## config.mk

```make
export PLATFORM = sky130hd
export DESIGN_NAME = stereo_serial_rx
export DESIGN_NICKNAME = d
export VERILOG_FILES = /design/src/rtl/srx_pkg.sv /design/src/rtl/srx_sync_edge.sv /design/src/rtl/srx_framer.sv /design/src/rtl/srx_assembler.sv /design/src/rtl/stereo_serial_rx.sv
export SDC_FILE = /design/constraint.sdc
export NUM_CORES = 1
export LEC_CHECK = 0
export ABC_AREA = 1
export BUFFER_PORTS_ARGS = -buffer_cell sky130_fd_sc_hd__buf_2
export CAP_MARGIN = 10
export CORE_ASPECT_RATIO = 0.5
export CORE_MARGIN = 2
export CORE_UTILIZATION = 45
export CTS_BUF_LIST = sky130_fd_sc_hd__clkbuf_4 sky130_fd_sc_hd__clkbuf_8
export CTS_CLUSTER_DIAMETER = 60
export DETAILED_ROUTE_END_ITERATION = 8
export MAX_ROUTING_LAYER = met4
export PLACE_DENSITY_LB_ADDON = 0.12
export SYNTH_ARGS = -nofsm -noshare
export SYNTH_HDL_FRONTEND = slang
export SYNTH_SLANG_ARGS = --single-unit
```

## constraint.sdc

```tcl
create_clock -name clk -period 3.23 [get_ports clk]
set_input_delay 0.323 -clock clk [delete_from_list [all_inputs] [get_ports clk]]
set_output_delay 0.323 -clock clk [all_outputs]
set_load 0.1 [all_outputs]
```

## src/rtl/srx_pkg.sv

```systemverilog
package srx_pkg;

    localparam int WORD_W = 24;
    localparam int CNT_W  = $clog2(WORD_W + 1);

    typedef enum logic [1:0] {
        FMT_RJ  = 2'd0,
        FMT_I2S = 2'd1,
        FMT_LJ  = 2'd2,
        FMT_DSP = 2'd3
    } fmt_e;

    typedef enum logic {
        CH_LEFT  = 1'b0,
        CH_RIGHT = 1'b1
    } chan_e;

    // Synchronized serial lines plus edge events of the bit clock
    typedef struct packed {
        logic rise;
        logic fall;
        logic fclk;
        logic sdata;
    } serial_evt_t;

    // Per-sample decision from the framer to the assembler
    typedef struct packed {
        logic             bnd;
        chan_e            new_ch;
        logic             cap;
        logic             dbit;
        logic [CNT_W-1:0] lim;
    } frame_ctl_t;

    function automatic int unsigned rj_len(input logic [1:0] sel);
        case (sel)
            2'd1:    return 20;
            2'd2:    return 16;
            default: return 24;
        endcase
    endfunction

endpackage

```

## src/rtl/srx_sync_edge.sv

```systemverilog
module srx_sync_edge
    import srx_pkg::*;
#(
    parameter int STAGES = 2
) (
    input  logic        clk,
    input  logic        rst,
    input  logic        bclk_i,
    input  logic        fclk_i,
    input  logic        sdata_i,
    output serial_evt_t evt_o
);

    logic [STAGES-1:0][2:0] stage_q;
    logic                   bclk_prev_q;
    logic [2:0]             line_s;

    always_ff @(posedge clk) begin
        if (rst) begin
            stage_q     <= '0;
            bclk_prev_q <= 1'b0;
        end else begin
            stage_q[0] <= {bclk_i, fclk_i, sdata_i};
            for (int s = 1; s < STAGES; s++) begin
                stage_q[s] <= stage_q[s-1];
            end
            bclk_prev_q <= stage_q[STAGES-1][2];
        end
    end

    assign line_s = stage_q[STAGES-1];

    always_comb begin
        evt_o.rise  = line_s[2] & ~bclk_prev_q;
        evt_o.fall  = ~line_s[2] & bclk_prev_q;
        evt_o.fclk  = line_s[1];
        evt_o.sdata = line_s[0];
    end

endmodule

```

## src/rtl/srx_framer.sv

```systemverilog
module srx_framer
    import srx_pkg::*;
#(
    parameter int HALF_SLOTS = 32,
    parameter int POS_W      = 7
) (
    input  logic        clk,
    input  logic        rst,
    input  serial_evt_t evt_i,
    input  fmt_e        fmt_i,
    input  logic [1:0]  wlen_i,
    input  logic        packed_i,
    output frame_ctl_t  ctl_o
);

    logic             f1_q, f2_q;
    logic [1:0]       hist_q;
    logic [POS_W-1:0] pos_q;
    logic             active_q;
    chan_e            dsp_ch_q;
    logic             dsp_seen_q;

    logic             is_dsp, is_i2s, rj_eff, smp;
    logic             feff_now, feff_prev;
    logic             bnd;
    chan_e            new_ch;
    logic [POS_W-1:0] pos_now, start_pos;

    always_comb begin
        is_dsp    = (fmt_i == FMT_DSP);
        is_i2s    = (fmt_i == FMT_I2S);
        rj_eff    = (fmt_i == FMT_RJ) && !packed_i;
        smp       = is_dsp ? evt_i.fall : evt_i.rise;
        // I2S behaves as left-justified on a frame clock delayed by one bit
        feff_now  = is_i2s ? ~f1_q : evt_i.fclk;
        feff_prev = is_i2s ? ~f2_q : f1_q;
        start_pos = rj_eff ? POS_W'(HALF_SLOTS - int'(rj_len(wlen_i))) : '0;

        if (is_dsp) begin
            bnd    = smp && evt_i.fclk && !f1_q;
            new_ch = (dsp_seen_q && dsp_ch_q == CH_LEFT) ? CH_RIGHT : CH_LEFT;
        end else begin
            bnd    = smp && (hist_q == 2'd2) && (feff_now != feff_prev);
            new_ch = feff_now ? CH_LEFT : CH_RIGHT;
        end

        pos_now = bnd ? '0 : pos_q;

        ctl_o.bnd    = bnd;
        ctl_o.new_ch = new_ch;
        ctl_o.dbit   = evt_i.sdata;
        ctl_o.lim    = rj_eff ? CNT_W'(rj_len(wlen_i)) : CNT_W'(WORD_W);
        if (is_dsp) begin
            ctl_o.cap = smp && !evt_i.fclk && (active_q || bnd);
        end else begin
            ctl_o.cap = smp && (active_q || bnd) && (pos_now >= start_pos);
        end
    end

    always_ff @(posedge clk) begin
        if (rst) begin
            f1_q       <= 1'b0;
            f2_q       <= 1'b0;
            hist_q     <= '0;
            pos_q      <= '0;
            active_q   <= 1'b0;
            dsp_ch_q   <= CH_LEFT;
            dsp_seen_q <= 1'b0;
        end else if (smp) begin
            f1_q <= evt_i.fclk;
            f2_q <= f1_q;
            if (hist_q != 2'd2) begin
                hist_q <= hist_q + 2'd1;
            end
            if (pos_now != '1) begin
                pos_q <= pos_now + 1'b1;
            end else begin
                pos_q <= pos_now;
            end
            if (bnd) begin
                active_q <= 1'b1;
            end
            if (is_dsp && bnd) begin
                dsp_ch_q   <= new_ch;
                dsp_seen_q <= 1'b1;
            end
        end
    end

endmodule

```

## src/rtl/srx_assembler.sv

```systemverilog
module srx_assembler
    import srx_pkg::*;
(
    input  logic              clk,
    input  logic              rst,
    input  frame_ctl_t        ctl_i,
    output logic [WORD_W-1:0] left_o,
    output logic [WORD_W-1:0] right_o,
    output logic              valid_o
);

    logic [WORD_W-1:0] acc_q, left_hold_q;
    logic [CNT_W-1:0]  cnt_q;
    chan_e             cur_q;
    logic              have_cur_q, left_ok_q;

    always_ff @(posedge clk) begin
        if (rst) begin
            acc_q       <= '0;
            left_hold_q <= '0;
            cnt_q       <= '0;
            cur_q       <= CH_LEFT;
            have_cur_q  <= 1'b0;
            left_ok_q   <= 1'b0;
            left_o      <= '0;
            right_o     <= '0;
            valid_o     <= 1'b0;
        end else begin
            valid_o <= 1'b0;
            if (ctl_i.bnd) begin
                // close the word of the channel that just ended
                if (have_cur_q) begin
                    if (cur_q == CH_LEFT) begin
                        left_hold_q <= acc_q;
                        left_ok_q   <= 1'b1;
                    end else if (left_ok_q) begin
                        left_o    <= left_hold_q;
                        right_o   <= acc_q;
                        valid_o   <= 1'b1;
                        left_ok_q <= 1'b0;
                    end
                end
                acc_q      <= '0;
                cnt_q      <= '0;
                cur_q      <= ctl_i.new_ch;
                have_cur_q <= 1'b1;
                if (ctl_i.cap) begin
                    acc_q[WORD_W-1] <= ctl_i.dbit;
                    cnt_q           <= CNT_W'(1);
                end
            end else if (ctl_i.cap && have_cur_q && (cnt_q < ctl_i.lim)) begin
                acc_q[(WORD_W-1) - int'(cnt_q)] <= ctl_i.dbit;
                cnt_q <= cnt_q + 1'b1;
            end
        end
    end

endmodule

```

## src/rtl/stereo_serial_rx.sv

```systemverilog
module stereo_serial_rx
    import srx_pkg::*;
#(
    parameter int SYNC_STAGES = 2,
    parameter int HALF_SLOTS  = 32,
    parameter int POS_W       = 7
) (
    input  logic              clk,
    input  logic              rst,
    input  logic              bclk_i,
    input  logic              fclk_i,
    input  logic              sdata_i,
    input  logic [1:0]        fmt_i,
    input  logic [1:0]        wlen_i,
    input  logic              packed_i,
    output logic [WORD_W-1:0] left_o,
    output logic [WORD_W-1:0] right_o,
    output logic              valid_o
);

    serial_evt_t evt;
    frame_ctl_t  ctl;

    srx_sync_edge #(
        .STAGES (SYNC_STAGES)
    ) sync_i (
        .clk     (clk),
        .rst     (rst),
        .bclk_i  (bclk_i),
        .fclk_i  (fclk_i),
        .sdata_i (sdata_i),
        .evt_o   (evt)
    );

    srx_framer #(
        .HALF_SLOTS (HALF_SLOTS),
        .POS_W      (POS_W)
    ) framer_i (
        .clk      (clk),
        .rst      (rst),
        .evt_i    (evt),
        .fmt_i    (fmt_e'(fmt_i)),
        .wlen_i   (wlen_i),
        .packed_i (packed_i),
        .ctl_o    (ctl)
    );

    srx_assembler asm_i (
        .clk     (clk),
        .rst     (rst),
        .ctl_i   (ctl),
        .left_o  (left_o),
        .right_o (right_o),
        .valid_o (valid_o)
    );

endmodule

```

# After elaboration in Yosys (flattened, before gate mapping)
# Index checks and enable logic that the tools add are counted.
# op_classes
n_addsub	5
order_cmp	4
n_eq_ne	8
muxes	24
n_bitwise	10
n_reduce_logical	28
# op_table
op	n
two-way mux 24 bit	2
>= comparator 32 x 1 -> 1 bit, second input constant	1
less-than comparator 32 x 7 -> 1 bit, second input constant	1
bitwise mux 24 bit	1
two-way mux 7 bit	3
logical AND 1 bit	14
two-way mux 1 bit	13
two-way mux 5 bit	2
NOT 1 bit	8
one-hot mux 4 bit (2 select lines)	1
AND reduction 2 bit	4
adder 7 x 1 -> 7 bit, second input constant	1
>= comparator 7 bit	1
inequality test 7 bit, second input constant	1
subtractor 6 x 5 -> 7 bit, first input constant	1
== test 2 bit, second input constant	3
subtractor 5 x 5 -> 6 bit, first input constant	1
adder 5 x 1 -> 5 bit, second input constant	1
demux 1 bit (select 5 bit)	1
less-than comparator 5 bit	1
== test 2 x 1 -> 1 bit, second input constant	2
two-way mux 4 bit	1
AND reduction 4 bit	1
OR reduction 4 bit	1
other kinds (10)	13
# word_totals
reg_bits	126
in_bits	10
output_inout_bits	49
word_cells	99

# Depth between registers and ports, before layout
# logic_depth
depth_word	14
ltp_mapped	22

# Modules after synthesis
# From an unflattened synthesis, not the netlist that was laid out.
# hier_totals
hier_cells	753
hier_area_um2	5511.5
# modules_own_cells
mod	n_inst	cells_per_inst	area_each_um2	seq_area_each_um2
srx_assembler	1	582	4272.8	2102.0
srx_framer	1	145	1019.7	280.3
srx_sync_edge	1	26	219.0	140.1

# Worst setup path before layout
# Ideal clock, no wire load.
# synth_path
path_type	register to register
from	reg framer_i.hist_q[0]
to	reg asm_i.acc_q[23]
setup_time_ns	0.113
arrival_ns	2.292
setup_slack_ns	0.825
path_stages_with_launch	22
path_buffers	1
cell_sequence	dfxtp_1 inv_1 ha_1 inv_1 nor2_1 nand3_1 nand2_4 nor2_1 inv_1 ha_1 nand2_1 nand2_1 a21o_1 nand2_1 nand3_1 nand3_2 buf_6 nand2_2 nand2_1 nand2_1 nand2_1 nor2_1
# synth_via
elab_chain_cells	11
# synth_rtl
element	line	rtl
start: declaration	srx_framer.sv:17	logic [1:0] hist_q;
start signal: assignment	srx_framer.sv:73	hist_q <= hist_q + 2'd1;
== test 2 bit *	srx_framer.sv:43	bnd = smp && (hist_q == 2'd2) && (feff_now != feff_prev);
logical AND 1 bit * (2 in series)	srx_framer.sv:43	
two-way mux 1 bit *	srx_framer.sv:39	if (is_dsp) begin
two-way mux 7 bit or logical OR 1 bit (tied branches)	srx_framer.sv:47, srx_framer.sv:54, srx_framer.sv:56	
>= comparator 7 bit or logical AND 1 bit (tied branches)	srx_framer.sv:56	ctl_o.cap = smp && (active_q || bnd) && (pos_now >= start_pos);
logical AND 1 bit	srx_framer.sv:56	
two-way mux 1 bit	srx_framer.sv:53	if (is_dsp) begin
logical AND 1 bit (2 in series)	srx_assembler.sv:51	end else if (ctl_i.cap && have_cur_q && (cnt_q < ctl_i.lim)) begin
nonzero test 2 bit (no source line)	--	
end signal: indexed assignment	srx_assembler.sv:48	acc_q[WORD_W-1] <= ctl_i.dbit;
end signal: indexed assignment	srx_assembler.sv:52	acc_q[(WORD_W-1) - int'(cnt_q)] <= ctl_i.dbit;
end: declaration	srx_assembler.sv:12	logic [WORD_W-1:0] acc_q, left_hold_q;
# Every way passes the cells marked *; elsewhere a longest branch is shown, timed or not.
# A chain may end at the register's enable or synchronous reset.

# Worst setup path after layout
# layout_path
from	reg framer_i.hist_q[0]
to	reg asm_i.acc_q[18]
# layout_via
elab_chain_cells	10
# layout_rtl
element	line
== test 2 bit *	srx_framer.sv:43
logical AND 1 bit * (2 in series)	srx_framer.sv:43
two-way mux 1 bit *	srx_framer.sv:39
two-way mux 7 bit or logical OR 1 bit (tied branches)	srx_framer.sv:47, srx_framer.sv:54, srx_framer.sv:56
>= comparator 7 bit or logical AND 1 bit (tied branches)	srx_framer.sv:56
logical AND 1 bit	srx_framer.sv:56
two-way mux 1 bit	srx_framer.sv:53
logical AND 1 bit (2 in series)	srx_assembler.sv:51
# Marks and branches as above.

==> summary.md <==
| Metric | Value |
|---|---|
| Max H-tree Level | `4` |
| CP required | `3.56 ns` |
| Starting density of the core | `0.471` |
| Initial antenna violation count | `0` |
| Post-DP HPWL | `8330 um` |
| Post-synth cell types | `31` |
| Site row count | `27` |
| FMAX | `356 MHz` |
| First-pass GRT wire length | `between 20,000 and 25,000 um` |
| Synth Instances | `roughly 700` |
| Clock buffer depth | `2` |
| DRT iter0 DRCs | `316` |
| Flop-to-flop setup slack | `0.42 ns` |
| Leak pwr | `2.55 nW` |
| Total CTS buffers | `17` |
| Max-cap violation count | `0` |
| DRC viols | `0` |
| Port Buffer Count | `slightly below 60` |
| Crit path launch type | `register` |
| Clk_skew | `around 0.012 ns` |
| Core area | `11,200 um^2` |
| Worst Tran Pin Value | `around 0.94 ns` |
| Outcome | `finished, final reports clean` |
| Final period util | `0.869` |
| Final wirelength | `about 13,000 um` |
| Crit Path Category | `register to register` |
| Register area share after synthesis | `0.478` |
| Post-cts hold buffer count | `0` |
| Largest net degree at the start of global routing | `66` |
| RSZ-0062 raised after global routing | `false` |
| Relative slew slack | `0.374` |
| Post-synth top cells | `139 x nand2_1, 126 x dfxtp_1, 108 x nand3_1, 100 x a21oi_1, 78 x nor2_1` |
| Worst skew pair latency | `~0.45 ns` |
| Vias per Instance | `4.98` |
| # setup viols final | `0` |
| Diode count | `0` |
| Placed Cells | `approximately 900` |
| HP Class | `input pin to register` |
| Clk slew on worst S/H paths | `roughly 0.070 ns` |
| DRT antenna net count | `0` |
| FF+latch count, synth | `126` |
| Worst Path Arrival | `3.14 ns` |
| Post-cts gate resize count | `0` |
| Wire per inst | `roughly 14 um` |
| CTS tree | `done` |
| Mapped Nets | `739` |
| Crit path max fanout | `12` |
| Die area | `~13,000 um^2` |
| Post-synth EDFFs | `0` |
| CTS root buf | `clkbuf_8` |
| Final Wtd Congestion | `0.880` |
| Avg Cell Area, Syn | `between 7 and 8 um^2` |
| Die H | `80.6 um` |
| Filler cells | `between 1,000 and 1,500` |
| Fin crit period | `roughly 2.8 ns` |
| Layout cells sized above 1 | `0.152` |
| Final Hold Viols | `0` |
| GR Overflow Total | `0` |
| Area leader, netlist | `dfxtp_1` |
| Area share of the largest cell type after synthesis | `0.478` |
| Post-Syn Area | `5280 um^2` |
| Vias in the first global route | `between 4,000 and 5,000` |
| Sink Count | `roughly 130` |
| # nets final | `785` |
| Power Density | `approximately 500 nW/um^2` |
| Worst setup EP type | `register` |
| Final Non-Filler Cells | `933` |
| Top-count cell post-synth | `nand2_1` |
| Commonest register cell after synthesis | `dfxtp_1` |
| First drt pass iteration count | `4` |
| Largest cells by area after synthesis | `dfxtp_1 48%, nand3_1 10%, nand2_1 9.9%` |
| Die Span X | `roughly 160 um` |
| Max-slew violations | `0` |
| VDD IR-drop max | `between 0.2 and 0.3 mV` |
| Area Growth Syn to Fin | `15.5%` |
| Setup total negative slack | `0 ns` |
| Via Count | `4,649` |
| Top Ports | `59` |
| Post-CTS Setup Inserts | `0` |
| Yosys warns | `0` |
| Ys async rst share | `0` |
| GRT Total Usage | `0.218` |
| Design Power | `a little over 3 mW` |
sequential cells by signal (all words and copies together), names as in the netlist:
name / count
asm_i.left_ok_q: 1
framer_i.active_q: 1
sync_i.line_s: 3
asm_i.left_hold_q: 24
framer_i.hist_q: 2
asm_i.cnt_q: 5
asm_i.have_cur_q: 1
framer_i.f1_q: 1
framer_i.dsp_ch_q: 1
asm_i.valid_o: 1
asm_i.left_o: 24
framer_i.pos_q: 7
framer_i.dsp_seen_q: 1
asm_i.right_o: 24
sync_i.stage_q: 3
asm_i.acc_q: 24
asm_i.cur_q: 1
framer_i.f2_q: 1
sync_i.bclk_prev_q: 1
power breakdown:
| part | internal, mW | switching [mW] |
|---|---|---|
| clock network | 0.776 | 0.683 |
| registers | 1.56 | 0.00522 |
| logic | 0.0226 | 0.0588 |
metal layers:
metal	GRT usage	routed length, um	vias to the layer above
met4	0.0745	161	0
met2	0.298	4960	96
met3	0.0534	545	17
met5	-	0	-
met1	0.311	7020	2109
li1	-	-	2427
path summary, 6_finish.rpt:
check,cells past startpoint,end,from
hold / removal,3,sync_i.stage_q[1],fclk_i
setup reg to reg,19,asm_i.acc_q[18],framer_i.hist_q[0]
hold reg to reg,2,sync_i.line_s[2],sync_i.stage_q[2]
setup / recovery,19,asm_i.acc_q[18],framer_i.hist_q[0]
stage by stage:
step | instance area (um^2) | hold slack, ns | worst slack, ns | utilization
after floorplan | 5280 | 0.388 | 0.825 | -
after global placement | 5680 | 0.389 | 0.481 | 0.506
after detailed placement | 5680 | 0.396 | 0.364 | 0.506
after CTS | 6100 | 0.0633 | 0.426 | 0.544
after global routing | 6100 | 0.0662 | 0.103 | 0.544
final | 6100 | 0.0806 | 0.422 | 0.544
layout by cell type (no fill, tap or decap), types with 3 or more instances in the layout:
cell type	netlist	routed
a21oi_1	100	100
buf_2	5	58
buf_4	1	8
bufinv_16	0	3
clkbuf_8	0	17
clkinv_4	0	4
dfxtp_1	126	126
ha_1	13	13
inv_1	58	58
inv_2	4	4
inv_6	0	4
nand2_1	139	139
nand2_2	3	3
nand3_1	108	108
nor2_1	78	78
nor2_2	4	4
nor3_1	9	9
o21ai_0	13	13
o21ai_1	5	5
logic make-up after synthesis:
family | count (synthesis) | synth area share
flip-flops | 126 | 0.478
adder cells (fa/ha/maj) | 13 | 0.0308
buffers and inverters | 103 | 0.0780
AO/OA/AOI/OAI | 122 | 0.119
AND/OR/NAND/NOR | 352 | 0.294
critical path: stages, from the launching register on:
cell	delay [ns]
dfxtp_1	0.34
inv_1	0.05
ha_1	0.20
inv_1	0.07
nor2_1	0.05
nand3_1	0.16
nand2_4	0.12
nor2_1	0.18
inv_1	0.10
ha_1	0.28
nand2_1	0.04
nand2_1	0.05
a21o_1	0.10
nand2_1	0.05
nand3_1	0.11
nand3_2	0.15
nor2_2	0.40
nand3_1	0.12
nand2_1	0.09
nor2_1	0.04
area by class of cell:
| cell class | instances | area, um^2 | area share |
|---|---|---|---|
| clock inverter | 14 | 184 | 0.0302 |
| clock buffer | 17 | 234 | 0.0384 |
| tap | 159 | 199 | 0.0326 |
| timing repair buffer | 67 | 370 | 0.0607 |
| inverter | 63 | 236 | 0.0388 |
| multi-input combinational | 487 | 2350 | 0.386 |
| sequential | 126 | 2520 | 0.414 |
(Power assumes the default switching activity.)
